**src/rtl/usbfs_tx_pkg.sv**
```systemverilog
package usbfs_tx_pkg;

    typedef enum logic [2:0] {
        ST_IDLE,
        ST_SYNC,
        ST_DATA,
        ST_SE0_A,
        ST_SE0_B,
        ST_EOP_J
    } tx_state_e;

    typedef enum logic [2:0] {
        LN_HOLD,
        LN_BIT,
        LN_SE0,
        LN_J,
        LN_IDLE
    } line_cmd_e;

    localparam logic [1:0] OPM_NODRIVE   = 2'd1;
    localparam logic [1:0] OPM_NOSTUFF   = 2'd2;
    localparam logic [1:0] XSEL_HS_PROBE = 2'b00;

endpackage

```
**src/rtl/usbfs_tx_shifter.sv**
```systemverilog
module usbfs_tx_shifter #(
    parameter int               DATA_W   = 8,
    parameter logic [DATA_W-1:0] SYNC_PAT = 8'h80
) (
    input  logic              clk,
    input  logic              rst_n,
    input  logic              tick,
    input  logic              load_sync,
    input  logic              load_data,
    input  logic              shift,
    input  logic [DATA_W-1:0] data,
    output logic              bit_o,
    output logic              empty_o
);
    localparam int CW = $clog2(DATA_W + 1);

    logic [DATA_W-1:0] sh;
    logic [CW-1:0]     rem;

    always_ff @(posedge clk or negedge rst_n) begin
        if (!rst_n) begin
            sh  <= '0;
            rem <= '0;
        end else if (tick) begin
            if (load_sync) begin
                sh  <= SYNC_PAT;
                rem <= CW'(DATA_W);
            end else if (load_data) begin
                // bit 0 leaves on this strobe, the rest wait
                sh  <= data >> 1;
                rem <= CW'(DATA_W - 1);
            end else if (shift) begin
                sh  <= sh >> 1;
                rem <= rem - 1'b1;
            end
        end
    end

    assign bit_o   = load_data ? data[0] : sh[0];
    assign empty_o = (rem == '0);

endmodule

```
**src/rtl/usbfs_tx_stuffer.sv**
```systemverilog
module usbfs_tx_stuffer #(
    parameter int RUN_LEN = 6
) (
    input  logic clk,
    input  logic rst_n,
    input  logic tick,
    input  logic clr,
    input  logic fire,
    input  logic bit_i,
    input  logic en,
    output logic due
);
    localparam int          CW    = $clog2(RUN_LEN + 2);
    localparam logic [CW-1:0] RUN_C = CW'(RUN_LEN);
    localparam logic [CW-1:0] SAT_C = CW'(RUN_LEN + 1);

    logic [CW-1:0] ones;

    always_ff @(posedge clk or negedge rst_n) begin
        if (!rst_n) begin
            ones <= '0;
        end else if (tick) begin
            if (clr) begin
                ones <= '0;
            end else if (fire) begin
                if (!bit_i)
                    ones <= '0;
                else if (ones != SAT_C)
                    ones <= ones + 1'b1;
            end
        end
    end

    assign due = en && (ones == RUN_C);

endmodule

```
**src/rtl/usbfs_tx_line.sv**
```systemverilog
module usbfs_tx_line
    import usbfs_tx_pkg::*;
(
    input  logic      clk,
    input  logic      rst_n,
    input  logic      tick,
    input  line_cmd_e cmd,
    input  logic      bit_i,
    output logic      dp_o,
    output logic      dn_o,
    output logic      oe_o
);
    logic lvl_j;
    logic se0;
    logic oe;

    always_ff @(posedge clk or negedge rst_n) begin
        if (!rst_n) begin
            lvl_j <= 1'b1;
            se0   <= 1'b0;
            oe    <= 1'b0;
        end else if (tick) begin
            unique case (cmd)
                LN_BIT: begin
                    oe  <= 1'b1;
                    se0 <= 1'b0;
                    if (!bit_i)
                        lvl_j <= ~lvl_j;
                end
                LN_SE0: begin
                    oe  <= 1'b1;
                    se0 <= 1'b1;
                end
                LN_J: begin
                    oe    <= 1'b1;
                    se0   <= 1'b0;
                    lvl_j <= 1'b1;
                end
                LN_IDLE: begin
                    oe    <= 1'b0;
                    se0   <= 1'b0;
                    lvl_j <= 1'b1;
                end
                default: ;
            endcase
        end
    end

    assign dp_o = !se0 && lvl_j;
    assign dn_o = !se0 && !lvl_j;
    assign oe_o = oe;

endmodule

```
**src/rtl/usbfs_tx_fsm.sv**
```systemverilog
module usbfs_tx_fsm
    import usbfs_tx_pkg::*;
(
    input  logic      clk,
    input  logic      rst_n,
    input  logic      tick,
    input  logic      tx_valid,
    input  logic      empty,
    input  logic      stuff_due,
    input  logic      ser_bit,
    output logic      tx_ready,
    output logic      load_sync,
    output logic      load_data,
    output logic      shift,
    output logic      ones_clr,
    output logic      bit_fire,
    output logic      bit_val,
    output line_cmd_e cmd
);
    tx_state_e state;
    tx_state_e nxt;

    always_ff @(posedge clk or negedge rst_n) begin
        if (!rst_n)
            state <= ST_IDLE;
        else if (tick)
            state <= nxt;
    end

    always_comb begin
        nxt       = state;
        tx_ready  = 1'b0;
        load_sync = 1'b0;
        load_data = 1'b0;
        shift     = 1'b0;
        ones_clr  = 1'b0;
        bit_fire  = 1'b0;
        bit_val   = 1'b0;
        cmd       = LN_HOLD;
        unique case (state)
            ST_IDLE: begin
                cmd = LN_IDLE;
                if (tx_valid) begin
                    load_sync = 1'b1;
                    ones_clr  = 1'b1;
                    nxt       = ST_SYNC;
                end
            end
            ST_SYNC, ST_DATA: begin
                if (stuff_due) begin
                    // inserted zero outranks fetch and end-of-packet
                    cmd      = LN_BIT;
                    bit_fire = 1'b1;
                    bit_val  = 1'b0;
                end else if (empty) begin
                    if (tx_valid) begin
                        tx_ready  = tick;
                        load_data = 1'b1;
                        cmd       = LN_BIT;
                        bit_fire  = 1'b1;
                        bit_val   = ser_bit;
                        nxt       = ST_DATA;
                    end else begin
                        cmd = LN_SE0;
                        nxt = ST_SE0_A;
                    end
                end else begin
                    cmd      = LN_BIT;
                    bit_fire = 1'b1;
                    bit_val  = ser_bit;
                    shift    = 1'b1;
                end
            end
            ST_SE0_A: begin
                cmd = LN_SE0;
                nxt = ST_SE0_B;
            end
            ST_SE0_B: begin
                cmd = LN_J;
                nxt = ST_EOP_J;
            end
            ST_EOP_J: begin
                cmd = LN_IDLE;
                nxt = ST_IDLE;
            end
            default: nxt = ST_IDLE;
        endcase
    end

endmodule

```
**src/rtl/usbfs_tx.sv**
```systemverilog
module usbfs_tx
    import usbfs_tx_pkg::*;
#(
    parameter int               DATA_W    = 8,
    parameter logic [DATA_W-1:0] SYNC_PAT  = 8'h80,
    parameter int               STUFF_RUN = 6
) (
    input  logic              clk,
    input  logic              rst_n,
    input  logic              bit_tick,
    input  logic [DATA_W-1:0] tx_data,
    input  logic              tx_valid,
    output logic              tx_ready,
    input  logic [1:0]        op_mode,
    input  logic [1:0]        xcvr_select,
    output logic              usb_dp_o,
    output logic              usb_dn_o,
    output logic              usb_oe_o
);
    logic      load_sync, load_data, shift, ones_clr;
    logic      bit_fire, bit_val, ser_bit, empty, stuff_due;
    logic      oe_raw, drive_ok, stuff_en;
    line_cmd_e cmd;

    assign stuff_en = (op_mode != OPM_NOSTUFF);
    assign drive_ok = (op_mode != OPM_NODRIVE) && (xcvr_select != XSEL_HS_PROBE);

    usbfs_tx_fsm u_fsm (
        .clk       (clk),
        .rst_n     (rst_n),
        .tick      (bit_tick),
        .tx_valid  (tx_valid),
        .empty     (empty),
        .stuff_due (stuff_due),
        .ser_bit   (ser_bit),
        .tx_ready  (tx_ready),
        .load_sync (load_sync),
        .load_data (load_data),
        .shift     (shift),
        .ones_clr  (ones_clr),
        .bit_fire  (bit_fire),
        .bit_val   (bit_val),
        .cmd       (cmd)
    );

    usbfs_tx_shifter #(
        .DATA_W   (DATA_W),
        .SYNC_PAT (SYNC_PAT)
    ) u_shift (
        .clk       (clk),
        .rst_n     (rst_n),
        .tick      (bit_tick),
        .load_sync (load_sync),
        .load_data (load_data),
        .shift     (shift),
        .data      (tx_data),
        .bit_o     (ser_bit),
        .empty_o   (empty)
    );

    usbfs_tx_stuffer #(
        .RUN_LEN (STUFF_RUN)
    ) u_stuff (
        .clk   (clk),
        .rst_n (rst_n),
        .tick  (bit_tick),
        .clr   (ones_clr),
        .fire  (bit_fire),
        .bit_i (bit_val),
        .en    (stuff_en),
        .due   (stuff_due)
    );

    usbfs_tx_line u_line (
        .clk   (clk),
        .rst_n (rst_n),
        .tick  (bit_tick),
        .cmd   (cmd),
        .bit_i (bit_val),
        .dp_o  (usb_dp_o),
        .dn_o  (usb_dn_o),
        .oe_o  (oe_raw)
    );

    // gate after the register: masking is immediate, engine timing untouched
    assign usb_oe_o = oe_raw && drive_ok;

endmodule

```
**config.mk**
```make
export PLATFORM = sky130hd
export DESIGN_NAME = usbfs_tx
export DESIGN_NICKNAME = d
export VERILOG_FILES = /design/src/rtl/usbfs_tx_pkg.sv /design/src/rtl/usbfs_tx_shifter.sv /design/src/rtl/usbfs_tx_stuffer.sv /design/src/rtl/usbfs_tx_line.sv /design/src/rtl/usbfs_tx_fsm.sv /design/src/rtl/usbfs_tx.sv
export SDC_FILE = /design/constraint.sdc
export NUM_CORES = 1
export LEC_CHECK = 0
export ABC_AREA = 1
export BUFFER_PORTS_ARGS = -buffer_cell sky130_fd_sc_hd__buf_2
export CORE_ASPECT_RATIO = 1.25
export CORE_MARGIN = 4
export CORE_UTILIZATION = 55
export DETAILED_ROUTE_END_ITERATION = 16
export GPL_TIMING_DRIVEN = 0
export PLACE_DENSITY = 0.79
export SLEW_MARGIN = 20
export SYNTH_ARGS = -nofsm -noshare
export SYNTH_HDL_FRONTEND = slang
export SYNTH_SLANG_ARGS = --single-unit
```
**constraint.sdc**
```tcl
create_clock -name clk -period 1.85 [get_ports clk]
set_clock_uncertainty 0.1 [all_clocks]
set_input_delay 0.0925 -clock clk [delete_from_list [all_inputs] [get_ports clk]]
set_output_delay 0.0925 -clock clk [all_outputs]
set_load 0.02 [all_outputs]
```
======== Yosys cells after proc, flatten, opt, wreduce, memory -nomap -nowiden ========
Cells that the tools add are included.
W data, S select, Z words.
word-level totals
  flip-flop bits (word level) ............. 21
operators by class
  reduce and logical (&&, ||, !) cells .... 26
  bitwise logic cells ..................... 1
  muxes and demuxes ....................... 43
  eq/ne operators ......................... 18
  add/sub/neg operators ................... 2
operators by type and width
  cell                   number
  $mux W3                8
  $mux W8                3
  $pmux W3 S4            2
  $mux W1                22
  $eq A3 B2 Y1 const B   4
  $eq A3 B3 Y1 const B   4
  $mux W4                3
  $ne A2 B2 Y1 const B   5
  $reduce_bool A2 Y1     5
  $eq A3 B1 Y1 const B   2
  $ne A3 B3 Y1 const B   2
  $pmux W1 S2            3
  $reduce_and A2 Y1      3
  $reduce_and A3 Y1      2
  $reduce_or A2 Y1       3
  $reduce_or A3 Y1       2
  $logic_and A1 B1 Y1    5
  $logic_not A4 Y1       1
  $mux W2                2
  $reduce_and A4 Y1      1
  $sub A4 B1 Y4 const B  1
  $add A3 B1 Y3 const B  1
  $logic_not A3 Y1       1
  $reduce_bool A3 Y1     1
  other kinds (3)        4

======== Logic depth before layout (Yosys ltp) ========
  word-level depth ........................ 12
  mapped depth ............................ 12

======== Modules after synthesis ========
Synthesis repeated with hierarchy kept, for this count alone.
second synthesis, totals
  cell total of the unflattened synthesis .. 197
  area, all modules ....................... 1386.3 µm²
by module, submodules not included
  module            cells an instance  sequential area each (µm²)  area an instance (µm²)  times used
  usbfs_tx_shifter  80                 300.3                       639.4                   1
  usbfs_tx_fsm      49                 75.1                        296.5                   1
  usbfs_tx_stuffer  28                 75.1                        220.2                   1
  usbfs_tx_line     34                 76.3                        205.2                   1
  usbfs_tx          6                  0.0                         25.0                    1

======== Worst setup path before layout ========
No wires, ideal clock.
  kind .................................... register to register
  from .................................... register u_stuff.ones[0]
  to ...................................... register u_shift.sh[3]
  path buffers ............................ 1
  period minus slack after synthesis ...... 1599 ps
  path slack .............................. 251 ps
  data arrival time ....................... 1375 ps
  cell stages (with the launch flop) ...... 11
  cells stage by stage .................... dfrtp_1 > inv_1 > ha_1 > nand2_1 > inv_1 > nand2_1 > nand3_4 > buf_6 > or2_0 > o21ai_0 > o21ai_1
on the way
  word-level cells in the longest chain between the ends .. 6
ends and longest elaborated chain
  item                                                            RTL line                text
  start: declaration                                              usbfs_tx_stuffer.sv:17  logic [CW-1:0] ones;
  start signal: assignment                                        usbfs_tx_stuffer.sv:29  ones <= ones + 1'b1;
  $eq A3 B3 Y1 (*)                                                usbfs_tx_stuffer.sv:34  assign due = en && (ones == RUN_C);
  $logic_and A1 B1 Y1 (*)                                         usbfs_tx_stuffer.sv:34
  $mux W1                                                         usbfs_tx_fsm.sv:50      if (stuff_due) begin
  $mux W1                                                         usbfs_tx_fsm.sv:40      unique case (state)
  $reduce_bool A3 Y1 (no line) / $mux W8 (equally long branches)  --
  $reduce_and A2 Y1 (no line) / $mux W8 (equally long branches)   --
  end signal: assignment                                          usbfs_tx_shifter.sv:30  sh <= data >> 1;
  end signal: assignment                                          usbfs_tx_shifter.sv:33  sh <= sh >> 1;
  end: declaration                                                usbfs_tx_shifter.sv:17  logic [DATA_W-1:0] sh;
Every way passes the cells marked *; elsewhere a longest branch is shown, timed or not.
A chain may end at the register's enable or synchronous reset.

======== Worst setup path after layout ========
  from .................................... register u_shift.rem[0]
  to ...................................... register u_shift.sh[6]
on the way
  word-level cells in the longest chain between the ends .. 6
ends and longest elaborated chain
  item                                                            RTL line                text
  start: declaration                                              usbfs_tx_shifter.sv:18  logic [CW-1:0] rem;
  start signal: assignment                                        usbfs_tx_shifter.sv:27  rem <= CW'(DATA_W);
  start signal: assignment                                        usbfs_tx_shifter.sv:31  rem <= CW'(DATA_W - 1);
  start signal: assignment                                        usbfs_tx_shifter.sv:34  rem <= rem - 1'b1;
  $logic_not A4 Y1 (*)                                            usbfs_tx_shifter.sv:40  assign empty_o = (rem == '0);
  $mux W1                                                         usbfs_tx_fsm.sv:55      end else if (empty) begin
  $mux W1                                                         usbfs_tx_fsm.sv:50
  $mux W1                                                         usbfs_tx_fsm.sv:40
  $reduce_bool A3 Y1 (no line) / $mux W8 (equally long branches)  --
  $reduce_and A2 Y1 (no line) / $mux W8 (equally long branches)   --
Marked as above.

==> flow_summary_export.csv <==
group,metric,value,unit
outcome,status,"finished, final reports clean",
power,p_sw,1098,µW
placed_design,dp.cells,217,
clocking,cts_num_sinks,21,
floorplan,dieHeight,62.75,µm
timing,finalMaxSlewViolations,0,
grt,grt_use_total,18.19,%
detailed_routing,drcViolationCount,0,
floorplan,die_w,51.80,µm
final_layout,final_area,1669,µm²
critical_path,critPathKind,"reg2reg",
critical_path,regToRegSetupSlack,0.05,ns
timing,worst_pin_slew,0.4769,ns
placed_design,numPortBuffers,19,
placed_design,globalplace.congestion,0.8384,
power,p_clk_share,9.5,%
clocking,clkTransAtPathRegs,0.12,ns
critical_path,path_max_fanout,8,
detailed_routing,drt-total-wl,2943,µm
synthesis,ys_types,31,
detailed_routing,post_drt_via_cell_ratio,5.140,
critical_path,crit_path_start,"u_shift.rem[0]",
grt,antenna_found_initial,0,
grt,grt_max_degree,22,
min_path,hold_class,"in2reg",
grt,grt_pass1_wl,4581,µm
synthesis,ys_ff_latch,21,
clocking,clk_latency,0.31,ns
timing,maxSlewHeadroom,68.21,%
clocking,h-tree-depth,1,
floorplan,die_area,3250,µm²
power,p_per_area,1416,nW/µm²
clocking,cts_buffers,3,
timing,period_share,97.07,%
timing,rsz0062_at_grt,"yes",
power,sequentialPowerShare,34.3,%
synthesis,yosys-top-cells-area,"dfrtp_1 (38%), nand2_1 (12%), inv_1 (5.1%)",
timing,fmaxAchievable,0.5568,GHz
grt,overflow,0,
detailed_routing,ant_nets,0,
clocking,root_buffer,"clkbuf_4",
min_path,hold-path-cell-count,6,
synthesis,synth_top_cell_area_share,37.95,%
job,drv_cap,0,
synthesis,synth_top_area_cell,"dfrtp_1",
floorplan,core,2235,µm²
detailed_routing,vias,1208,
final_layout,final_cell_mix,"nand2_1 (38), buf_2 (20), dfrtp_1 (18)",
detailed_routing,drt-wirelength-per-cell,12.52,µm
critical_path,worstPathArrival,1.91,ns
synthesis,syn-num-nets,188,
synthesis,ys_seq_area_share,39.94,%
power,p_leak,0.0008463,µW
clocking,clockBufferDepth,2,
floorplan,rows,19,
grt,grt_pass1_vias,1127,
power,p_int,1265,µW
critical_path,cp-start-kind,"flop",
timing,finalSetupViolCount,0,
power,swShare,46.46,%
synthesis,yosysWarnings,0,
timing,fin_crit,1.796,ns
final_layout,final_common_cell,"nand2_1",
clocking,cts_tree,"built",
final_layout,layout.nets,226,
synthesis,syn_area,1319,µm²
critical_path,r2r-start,"u_shift.rem[0]",
floorplan,start_util,59.01,%
critical_path,cp.required,1.97,ns
final_layout,final_cells,235,
critical_path,endpoint,"u_shift.sh[6]",
placed_design,pre_cts_ws,0.07390,ns
timing,hold_viol_final,0,
power,ir_drop,0.001039,V
final_layout,final_core_util,74.69,%
final_layout,antenna_cells,0,
final_layout,layout-drive-gt1-share,35.78,%
placed_design,place_hpwl,1961,µm
critical_path,r2r-end,"u_shift.sh[6]",
synthesis,synth_cells,167,
floorplan,pin_count,20,
timing,setup_ws,0.05416,ns
synthesis,avgSynthCellArea,7.897,µm²
placed_design,dpl_cell_area,1453,µm²
power,p_comb_share,56.2,%
detailed_routing,first_pass_iters,6,
critical_path,reg2reg_depth,11,
detailed_routing,drt-initial-drc-count,42,
final_layout,area_growth,26.57,%
critical_path,endpoint_kind,"flop",
[synth_stat cells]
| cell | number |
|---|---|
| nand2_4 | 1 |
| nor2_1 | 15 |
| inv_1 | 18 |
| nor3_1 | 1 |
| nand3b_1 | 1 |
| dfrtp_1 | 20 |
| nor2_4 | 3 |
| nand3_4 | 1 |
| dfstp_2 | 1 |
| a21oi_4 | 1 |
| xor2_1 | 2 |
| o21ai_1 | 9 |
| buf_2 | 1 |
| nand2_1 | 42 |
| a21oi_2 | 1 |
| or2_2 | 2 |
| ha_1 | 5 |
| o32ai_1 | 1 |
| o21ai_2 | 1 |
| nor2_2 | 3 |
| a21oi_1 | 3 |
| nor2_8 | 1 |
| nand3_1 | 3 |
| buf_6 | 2 |
| o22ai_1 | 3 |
| or2_0 | 2 |
| nand4_1 | 4 |
| inv_2 | 3 |
| o21ai_0 | 13 |
| nand2_2 | 3 |
| o21a_1 | 1 |
[sequential cells by signal, indices dropped and copies added (netlist names)]
name,count
u_shift.sh,8
u_shift.rem,4
u_fsm.state,3
u_stuff.ones,3
u_line.lvl_j,1
u_line.oe_o,1
u_line.se0,1
[power by group through the flow]
stage / logic (µW) / registers (µW) / clock network, µW
after floorplan: 942 / 771 / 0
after global placement: 1120 / 792 / 0
after detailed placement: 1150 / 810 / 0
after CTS: 1200 / 800 / 230
after global routing: 1480 / 837 / 254
final: 1330 / 810 / 225
[layout make-up]
class,count,area (µm²)
buffer,3,27.53
clock buffer,3,22.52
clock inverter,1,5.005
fill,177,565.5
inverter,21,78.83
multi-input combinational,122,752.0
sequential,21,529.3
tap,31,38.79
timing repair buffer,33,215.2
[what timing repair did]
item | 4_1_cts | 5_1_grt
gates cloned | 0 | 1
buffers inserted | 2 | 8
endpoints found under the setup margin | 1 | 13
hold buffers | 3 | 0
resized for setup | 6 | 20
hold endpoints to repair | 23 | 0
pin swaps | 2 | 6
[worst min-delay path by stage]
| stage | startpoint | to | slack [ns] |
|---|---|---|---|
| final | tx_data[0] | u_line.lvl_j | 0.04 |
| after global routing | tx_data[2] | u_shift.sh[1] | 0.07 |
| after CTS | tx_data[0] | u_line.lvl_j | 0.04 |
| after detailed placement | rst_n | u_fsm.state[2] | -0.02 |
| after global placement | rst_n | u_fsm.state[2] | -0.03 |
| after floorplan | rst_n | u_fsm.state[0] | -0.30 |
[critical path, stage by stage (launching register included)]
cell	delay, ns
dfrtp_1	0.41
inv_2	0.09
ha_2	0.18
nand2_2	0.07
nor2_4	0.10
nand3_4	0.08
buf_6	0.15
buf_4	0.13
o21ai_0	0.19
nor2_1	0.07
o21ai_1	0.07
nand2_1	0.06
[through the flow]
stage,total power [µW],hold slack (ns),TNS [ns]
final,2364,0.04074,0
after global routing,2575,0.06824,-0.1636
after CTS,2227,0.03566,0
after detailed placement,1960,-0.02376,0
after global placement,1908,-0.02574,0
after floorplan,1713,-0.3031,0
[cell families after synthesis]
kind of cell / after synthesis / synth area share [%]
buffers and inverters: 24 / 8.064
AOI/OAI and AO/OA: 33 / 14.71
DFF: 21 / 39.94
adders and majority gates: 5 / 4.744
and+or+nand+nor: 82 / 31.21
xor gates and xnor gates: 2 / 1.329
[per-layer routing]
layer	routed length, µm	vias to the layer above	global-route usage (%)
li1	-	609	-
met1	1230	569	20.73
met2	1569	26	32.96
met3	112	4	3.341
met4	30	0	5.902
met5	0	-	0
(Power assumes the default switching activity.)
